===== config.mk =====
export PLATFORM = sky130hd
export DESIGN_NAME = cs_carrier_sense
export DESIGN_NICKNAME = d
export VERILOG_FILES = /design/src/rtl/cs_pkg.sv /design/src/rtl/cs_window.sv /design/src/rtl/cs_group.sv /design/src/rtl/cs_delay.sv /design/src/rtl/cs_carrier_sense.sv
export SDC_FILE = /design/constraint.sdc
export NUM_CORES = 1
export LEC_CHECK = 0
export CAP_MARGIN = 15
export CORE_MARGIN = 2
export CORE_UTILIZATION = 60
export CTS_CLUSTER_DIAMETER = 80
export DETAILED_ROUTE_END_ITERATION = 12
export DONT_BUFFER_PORTS = 1
export HOLD_SLACK_MARGIN = 0.03
export PLACE_DENSITY = 0.72
export SLEW_MARGIN = 10
export SYNTH_ARGS = -nofsm -noshare
export SYNTH_HDL_FRONTEND = slang
export SYNTH_SLANG_ARGS = --single-unit

===== constraint.sdc =====
create_clock -name clk -period 1.9 [get_ports clk]
set_input_delay 0.095 -clock clk [delete_from_list [all_inputs] [get_ports clk]]
set_output_delay 0.095 -clock clk [all_outputs]
set_load 0.005 [all_outputs]

===== src/rtl/cs_pkg.sv =====
package cs_pkg;

    localparam int GRP_W = 5;

    localparam logic [GRP_W-1:0] CG_J    = 5'b11000;
    localparam logic [GRP_W-1:0] CG_K    = 5'b10001;
    localparam logic [GRP_W-1:0] CG_T    = 5'b01101;
    localparam logic [GRP_W-1:0] CG_R    = 5'b00111;
    localparam logic [GRP_W-1:0] CG_IDLE = 5'b11111;

    typedef enum logic [1:0] {
        S_IDLE  = 2'd0,
        S_PRE   = 2'd1,
        S_FRAME = 2'd2
    } cs_state_e;

endpackage


===== src/rtl/cs_window.sv =====
module cs_window
    import cs_pkg::*;
#(
    parameter int WIN_BITS = 10,
    parameter int RUN_MAX  = 10
) (
    input  logic                clk,
    input  logic                rst_n,
    input  logic                vld_i,
    input  logic                bit_i,
    output logic [WIN_BITS-1:0] hist_o,
    output logic                trig_o,
    output logic                jk_o,
    output logic                run_full_o
);
    localparam int RUN_W = $clog2(RUN_MAX + 1);

    logic [WIN_BITS-1:0] hist_q;
    logic [RUN_W-1:0]    run_q;
    logic [WIN_BITS-1:0] win;

    // hist_q[i] is the bit received i+1 valid bits ago
    always_ff @(posedge clk) begin
        if (!rst_n) begin
            hist_q <= '1;
            run_q  <= '0;
        end else if (vld_i) begin
            hist_q <= {hist_q[WIN_BITS-2:0], bit_i};
            if (!bit_i)
                run_q <= '0;
            else if (run_q != RUN_W'(RUN_MAX))
                run_q <= run_q + 1'b1;
        end
    end

    always_comb begin
        win        = {hist_q[WIN_BITS-2:0], bit_i};
        trig_o     = !bit_i && (|(~hist_q[WIN_BITS-2:1]));
        jk_o       = (win[2*GRP_W-1:0] == {CG_J, CG_K});
        run_full_o = bit_i && (run_q >= RUN_W'(RUN_MAX - 1));
        hist_o     = hist_q;
    end

endmodule


===== src/rtl/cs_group.sv =====
module cs_group
    import cs_pkg::*;
(
    input  logic             clk,
    input  logic             rst_n,
    input  logic             vld_i,
    input  logic             bit_i,
    input  logic [GRP_W-2:0] hist_lo_i,
    input  logic             align_i,
    input  logic             active_i,
    output logic             end_o
);
    localparam int PH_W = $clog2(GRP_W);

    logic [PH_W-1:0]  phase_q;
    logic             prev_t_q;
    logic             prev_idle_q;
    logic             complete;
    logic [GRP_W-1:0] grp;

    always_comb begin
        grp      = {hist_lo_i, bit_i};
        complete = active_i && (phase_q == PH_W'(GRP_W - 1));
        end_o    = complete && ((prev_t_q && grp == CG_R) ||
                                (prev_idle_q && grp == CG_IDLE));
    end

    always_ff @(posedge clk) begin
        if (!rst_n) begin
            phase_q     <= '0;
            prev_t_q    <= 1'b0;
            prev_idle_q <= 1'b0;
        end else if (vld_i) begin
            if (align_i || !active_i) begin
                phase_q     <= '0;
                prev_t_q    <= 1'b0;
                prev_idle_q <= 1'b0;
            end else begin
                phase_q <= complete ? '0 : phase_q + 1'b1;
                if (complete) begin
                    prev_t_q    <= !end_o && (grp == CG_T);
                    prev_idle_q <= !end_o && (grp == CG_IDLE);
                end
            end
        end
    end


    phase_range_chk: assert property (@(posedge clk) disable iff (!rst_n)
        align_i && vld_i |=> phase_q == '0);

endmodule


===== src/rtl/cs_delay.sv =====
module cs_delay #(
    parameter int DEPTH = 5
) (
    input  logic clk,
    input  logic rst_n,
    input  logic vld_i,
    input  logic d_i,
    input  logic flush_i,
    output logic q_o
);
    logic [DEPTH-1:0] dl_q;
    logic             q_q;

    always_ff @(posedge clk) begin
        if (!rst_n) begin
            dl_q <= '0;
            q_q  <= 1'b0;
        end else if (vld_i) begin
            q_q  <= dl_q[DEPTH-1];
            dl_q <= flush_i ? '0 : {dl_q[DEPTH-2:0], d_i};
        end
    end

    assign q_o = q_q;


    flush_clear_chk: assert property (@(posedge clk) disable iff (!rst_n)
        flush_i && vld_i |=> dl_q == '0);

endmodule


===== src/rtl/cs_carrier_sense.sv =====
module cs_carrier_sense
    import cs_pkg::*;
#(
    parameter int RUN_MAX  = 10,
    parameter int DLY_BITS = GRP_W
) (
    input  logic clk,
    input  logic rst_n,
    input  logic rx_bit_i,
    input  logic bit_vld_i,
    output logic carrier_o,
    output logic ssd_o,
    output logic false_car_o
);
    localparam int WIN_BITS = 2 * GRP_W;

    cs_state_e           state_q, state_d;
    logic [WIN_BITS-1:0] hist;
    logic                trig, jk, run_full, frame_end;
    logic                raw_car, flush;
    logic                ssd_q, fc_q;

    cs_window #(.WIN_BITS(WIN_BITS), .RUN_MAX(RUN_MAX)) u_window (
        .clk        (clk),
        .rst_n      (rst_n),
        .vld_i      (bit_vld_i),
        .bit_i      (rx_bit_i),
        .hist_o     (hist),
        .trig_o     (trig),
        .jk_o       (jk),
        .run_full_o (run_full)
    );

    cs_group u_group (
        .clk       (clk),
        .rst_n     (rst_n),
        .vld_i     (bit_vld_i),
        .bit_i     (rx_bit_i),
        .hist_lo_i (hist[GRP_W-2:0]),
        .align_i   (state_q == S_PRE && jk),
        .active_i  (state_q == S_FRAME),
        .end_o     (frame_end)
    );

    always_comb begin
        state_d = state_q;
        if (bit_vld_i) begin
            unique case (state_q)
                S_IDLE:  if (trig)      state_d = S_PRE;
                S_PRE:   if (run_full)  state_d = S_IDLE;
                         else if (jk)   state_d = S_FRAME;
                S_FRAME: if (frame_end) state_d = S_IDLE;
                default:                state_d = S_IDLE;
            endcase
        end
    end

    always_ff @(posedge clk) begin
        if (!rst_n) state_q <= S_IDLE;
        else        state_q <= state_d;
    end

    always_ff @(posedge clk) begin
        if (!rst_n) begin
            ssd_q <= 1'b0;
            fc_q  <= 1'b0;
        end else begin
            ssd_q <= bit_vld_i && state_q == S_PRE && jk && !run_full;
            fc_q  <= bit_vld_i && state_q == S_PRE && run_full;
        end
    end

    assign raw_car = (state_d != S_IDLE);
    assign flush   = (state_q == S_FRAME) && frame_end;

    cs_delay #(.DEPTH(DLY_BITS)) u_delay (
        .clk     (clk),
        .rst_n   (rst_n),
        .vld_i   (bit_vld_i),
        .d_i     (raw_car),
        .flush_i (flush),
        .q_o     (carrier_o)
    );

    assign ssd_o       = ssd_q;
    assign false_car_o = fc_q;


    fc_pulse_chk: assert property (@(posedge clk) disable iff (!rst_n)
        false_car_o |=> !false_car_o);

    fc_state_chk: assert property (@(posedge clk) disable iff (!rst_n)
        false_car_o |-> state_q == S_IDLE);

    ssd_pulse_chk: assert property (@(posedge clk) disable iff (!rst_n)
        ssd_o |=> !ssd_o);

    no_direct_lock_chk: assert property (@(posedge clk) disable iff (!rst_n)
        state_q == S_IDLE |=> state_q != S_FRAME);

    rise_active_chk: assert property (@(posedge clk) disable iff (!rst_n)
        $rose(carrier_o) |-> state_q != S_IDLE);

    hold_chk: assert property (@(posedge clk) disable iff (!rst_n)
        !bit_vld_i |=> $stable(carrier_o) && $stable(state_q));

endmodule


## Yosys cells after proc, flatten, opt, wreduce, memory -nomap -nowiden

Index checks and enable logic that the tools add are counted.

- Add/sub/neg operators: 2
- Order comparisons: 1
- Equal/unequal tests: 9
- Muxes and demuxes: 15
- Bitwise gates (word level): 1
- Reduce and logical (&&, ||, !) cells: 26

Operator list:

| cell | count |
|---|---|
| logical AND 1 bit | 14 |
| == test 10 bit (second input constant) | 1 |
| two-way mux 2 bit | 5 |
| two-way mux 4 bit | 2 |
| inverter 8 bit | 1 |
| OR reduction 8 bit | 1 |
| two-way mux 3 bit | 2 |
| case mux 2 bit (3 select lines) | 1 |
| == test 5 x 3 -> 1 bit (second input constant) | 1 |
| == test 5 x 4 -> 1 bit (second input constant) | 1 |
| == test 5 bit (second input constant) | 1 |
| two-way mux 5 bit | 1 |
| adder 4 x 1 -> 4 bit (second input constant) | 1 |
| greater-or-equal comparator 4 bit (second input constant) | 1 |
| logical NOT 1 bit | 4 |
| two-way mux 1 bit | 4 |
| inequality test 4 bit (second input constant) | 1 |
| AND reduction 2 bit | 2 |
| nonzero test 2 bit | 2 |
| adder 3 x 1 -> 3 bit (second input constant) | 1 |
| == test 3 bit (second input constant) | 1 |
| == test 2 x 1 -> 1 bit (second input constant) | 1 |
| == test 2 bit (second input constant) | 1 |
| logical NOT 2 bit | 1 |
| other kinds (2) | 3 |

- Register bits: 28
- Input port bits: 4
- Word-level logic and storage cells: 64

## Longest topological paths before layout

- Word-level depth: 9
- Mapped depth: 6
- Depth with buffers taken out: 6

## Cells and area by module

Synthesis repeated with hierarchy kept, for this count alone.

- Cell total of the unflattened synthesis: 148
- Area total of the unflattened synthesis: 1,405.1 um^2

By module, submodules not included:

| module | instances | cells an instance | area each (um^2) | seq. area each (um^2) |
|---|---|---|---|---|
| cs_window | 1 | 70 | 656.9 | 280.3 |
| cs_group | 1 | 37 | 307.8 | 100.1 |
| cs_delay | 1 | 21 | 239.0 | 120.1 |
| cs_carrier_sense | 1 | 20 | 201.4 | 80.1 |

## Worst setup path before layout

OpenSTA, ideal clock, no wires.

- Path type: reg2reg
- Start: register u_window.hist_q[6] (netlist: u_window.hist_o[6])
- End: register u_delay.dl_q[0]
- Data arrival time: 1.571 ns
- Setup slack: 0.270 ns
- Cell stages (with the launch flop): 5
- Path buffers: 0
- Clock period less this slack: 1.630 ns
- Cells stage by stage: dfxtp_1 or4_4 or4_4 nor4_4 o31a_1

- Cells in the longest elaborated chain, start to end: 8

RTL lines:

| element | RTL line | text |
|---|---|---|
| start, declared | cs_window.sv:18 | `logic [WIN_BITS-1:0] hist_q;` |
| start signal, assigned | cs_window.sv:28 | `hist_q <= {hist_q[WIN_BITS-2:0], bit_i};` |
| parallel branches: the longest is 4 deep, another holds == test 10 bit | - |  |
| case mux 2 bit (3 select lines) (*) | cs_carrier_sense.sv:48 | `unique case (state_q)` |
| two-way mux 2 bit (*) | cs_carrier_sense.sv:47 | `if (bit_vld_i) begin` |
| nonzero test 2 bit (*) | cs_carrier_sense.sv:73 | `assign raw_car = (state_d != S_IDLE);` |
| two-way mux 5 bit (*) | cs_delay.sv:20 | `dl_q <= flush_i ? '0 : {dl_q[DEPTH-2:0], d_i};` |
| end signal, assigned | cs_delay.sv:20 |  |
| end, declared | cs_delay.sv:11 | `logic [DEPTH-1:0] dl_q;` |

Mark *: on every way between the ends.
A chain may end at the register's enable or synchronous reset.

## Worst setup path in the final report

- Start: register u_window.hist_q[2] (netlist: u_window.hist_o[2])
- End: register state_q[1]

- Cells in the longest elaborated chain, start to end: 7

RTL lines:

| element | RTL line | text |
|---|---|---|
| == test 5 x 3 -> 1 bit or == test 5 bit (tied branches) | cs_group.sv:24, cs_group.sv:25 |  |
| logical AND 1 bit (on tied branches) | cs_group.sv:24, cs_group.sv:25 |  |
| logical OR 1 bit | cs_group.sv:24 | `end_o = complete && ((prev_t_q && grp == CG_R) \|\|` |
| logical AND 1 bit | cs_group.sv:24 |  |
| two-way mux 2 bit | cs_carrier_sense.sv:52 | `S_FRAME: if (frame_end) state_d = S_IDLE;` |
| case mux 2 bit (3 select lines) (*) | cs_carrier_sense.sv:48 |  |
| two-way mux 2 bit (*) | cs_carrier_sense.sv:47 |  |
| end signal, assigned | cs_carrier_sense.sv:60 | `else state_q <= state_d;` |
| end, declared | cs_carrier_sense.sv:17 | `cs_state_e state_q, state_d;` |

Every way passes the cells marked *; elsewhere a longest branch is shown, timed or not.

==> out/metrics.sh <==
WORSTSETUPPATHTYPE='register to register'
CRITICAL_PATH.MAX_FANOUT=6
FILLERS=195
FINISH.UTILIZATION_PCT=67.6
YS_ASYNC_SR_FRACTION_PCT=0
MIN_PERIOD_NS=1.78
HOLDBUFCOUNTCTS=4
POSTSYNTH.TOPFLOPCELL='dfxtp_1'
SYNTH_CELLS=152
DRV_SLEW=0
SYN-MEAN-INSTANCE-AREA_UM2=9.10
MOSTFREQUENTLAYOUTCELLS='28 x dfxtp_1, 24 x nand2_1, 8 x inv_1, 8 x mux2i_1, 7 x and2_1'
POST-DP-HPWL_UM=1680
CHIPWIDTH_UM=52.0
FINALSETUPVIOLATIONS=0
HOLD_CLASS='input port to register'
CTS_BUFFERS=3
DESIGN_POWER_TOTAL_mW=0.989
CLK_PIN_SLEW_WORST_PATHS_NS=0.15
POWERDENSITY_mW_PER_MM2=668
DRT-PASS1-ITER-COUNT=4
FMAXACHIEVABLE_GHz=0.562
DPL_WORST_SLACK_NS=0.142
DRT.ANTENNA.VIOLATING_NETS=0
WORST_HOLD_SLACK_NS=0.0404
YOSYS_REGISTER_BITS=28
SHARE_OF_LAYOUT_CELLS_ABOVE_DRIVE_STRENGTH_1_PCT=9.03
SYN_NETS=162
ANTENNA_FOUND_INITIAL=0
TOP_LEVEL_PORTS=7
SEQCELLAREA_UM2=561
INITIAL_UTIL_PCT=63.1
ANTENNA_CELLS_INSERTED=0
SYNTH.TOP_CELL.AREA_SHARE_PCT=40.5
POST-SYNTH-TOP-AREA-CELL='dfxtp_1'
CTS_HTREE_LEVELS=1
RSZ_0062_RAISED_AFTER_GLOBAL_ROUTING='false'
ROWS=17
POST_CTS_BUFFERS=0
CTSRESIZECOUNT=0
LAYOUT_SETUP_WS_NS=0.122
SETUP_TNS_NS=0
ROUTED_WL_UM=2540
CTS.ROOT.BUFFER_CELL='clkbuf_4'
DR_TOTAL_VIAS=1071
GRT_START_MAX_NET_PINS=27
CORE_OUTLINE_AREA_MM2=0.00219
TRITONCTS_CLOCK_TREE='done'
MULTI_INPUT_COMB_AREA_UM2=759
YS_TOP_CELLS_BY_AREA='dfxtp_1 41%, nand2_1 6.5%, mux2i_1 5.8%'
SYNTH_EDF_COUNT=0
DRT-WIRELENGTH-PER-CELL_UM=13.9
WORSTSKEWPAIRLATENCY_NS=0.32
POWER.STATIC_LEAKAGE_nW=0.549
SYNTH.DISTINCT_CELLS=43
MOST_COMMON_CELL_AFTER_LAYOUT_FILL_AND_TAPS_ASIDE='dfxtp_1'
DIE-AREA_MM2=0.00270
GRT_PASS1_VIAS=1082
WORSTMARGINPINSLEW_NS=1.01
SYN2LAYOUT_AREA_GROWTH_PCT=7.06
FINAL.PERIOD_UTILIZATION_PCT=93.6
GPL.FINAL_WEIGHTED_CONGESTION=0.726
VIA_PER_INST=5.85
POST_SYNTH_INSTANCE_AREA_MM2=0.00138
SETUP.WORST_PATH.START='u_window.hist_o[2]'
MAX_CAP_VIOLATIONS=0
FIRST_PASS_GRT_WIRE_LENGTH_UM=4670
HOLD_WC_STARTPOINT='bit_vld_i'
VDD_DROP_MAX_uV=619
REMAINING_DESIGN_RULE_VIOLATION_COUNT=0
MAXIMUM_CLOCK_SKEW_AT_FINAL_LAYOUT_NS=0.00491
WORSTSETUPSTARTPOINTTYPE='register'
DRT_FIRST_ITER_VIOLATIONS=19
HOLD_VIOL=0
SYNTH.YOSYS.SEQ_AREA_SHARE_PCT=40.5
TOTAL_OF_WARNINGS_RAISED_BY_YOSYS=0
WORST_MAX_SLEW_MARGIN_EXPRESSED_RELATIVE_TO_THE_LIMIT_PCT=32.6
GLOBALROUTETOTALUTIL_PCT=22.8
CRIT-REG2REG-LAUNCH='u_window.hist_o[2]'
FIN_NETS=166
PORT_BUFFERS=0
CLOCK-SINKS=28
REQUIRED_TIME_WORST_ENDPOINT_NS=2.14
CP.ARRIVAL_NS=2.02
CLOCK_PATH_BUFFERS=2
SETUP.WORST_PATH.END_CLASS='register'
DIE_H_UM=52.0
GRT.OVERFLOW.TOTAL=0
OUTCOME='finished clean'
==> power breakdown <==
group | switching, mW | internal [mW] | total, mW
logic | 0.0485 | 0.0362 | 0.0847
clock network | 0.170 | 0.117 | 0.288
registers | 0.0152 | 0.601 | 0.616
==> Yosys cell counts (3+ instances only) <==
| library cell | instances |
|---|---|
| clkbuf_1 | 4 |
| inv_1 | 8 |
| a21oi_1 | 5 |
| mux2i_1 | 8 |
| and2_1 | 7 |
| nor2b_1 | 5 |
| ha_1 | 6 |
| o21ai_0 | 3 |
| nand2_1 | 24 |
| o2bb2ai_1 | 4 |
| dfxtp_1 | 28 |
| nor2_1 | 4 |
| nand3_1 | 5 |
==> through the flow <==
stage | cell area, µm² | instances
3_5_place_dp | 1400 | 175
5_1_grt | 1480 | 183
6_report | 1480 | 183
3_3_place_gp | 1400 | 175
4_1_cts | 1480 | 183
2_1_floorplan | 1380 | 152
==> sequential cells by signal (all words and copies together), names as in the netlist <==
signal and cells:
u_delay.dl_q 5, u_group.prev_t_q 1, ssd_o 1, false_car_o 1, u_group.phase_q 3, u_group.prev_idle_q 1, u_window.run_q 4, state_q 2
u_delay.q_o 1, u_window.hist_o 9
==> area by class of cell <==
| cell class | count | share of cell area [%] |
|---|---|---|
| Tap cell | 28 | 2.37 |
| Timing Repair Buffer | 6 | 3.72 |
| Inverter | 9 | 2.28 |
| Clock buffer | 4 | 2.45 |
| Multi-Input combinational cell | 108 | 51.3 |
| Sequential cell | 28 | 37.9 |
==> worst paths after layout <==
kind	end	slack, ns	cells past startpoint
max	state_q[1]	0.12	4
min	u_group.phase_q[1]	0.04	3
max reg2reg	state_q[1]	0.12	4
min reg2reg	u_window.hist_o[8]	0.50	2
==> kinds of logic after synthesis <==
logic type / count (synthesis) / synth area share [%]
xor+xnor: 3 / 1.90
buf+inv: 16 / 4.52
fa+ha+maj: 6 / 5.43
compound gates: 28 / 16.0
flops: 28 / 40.5
simple gates: 62 / 25.0
mux: 9 / 6.61
==> critical path, cell delays in order (launching register included) <==
cell and delay (ns):
dfxtp_1 0.39, or3b_2 0.52, a2111oi_0 0.47, o22ai_1 0.12
o21a_1 0.20
==> per-layer routing <==
metal	vias to the layer above	part of all wire [%]	GRT usage, %
met4	0	1.6	7.02
met3	6	2.0	3.45
met1	516	49	30.0
met5	-	0	0
li1	539	-	-
met2	10	47	38.2
Note: power is estimated with default switching activity, not from simulation.
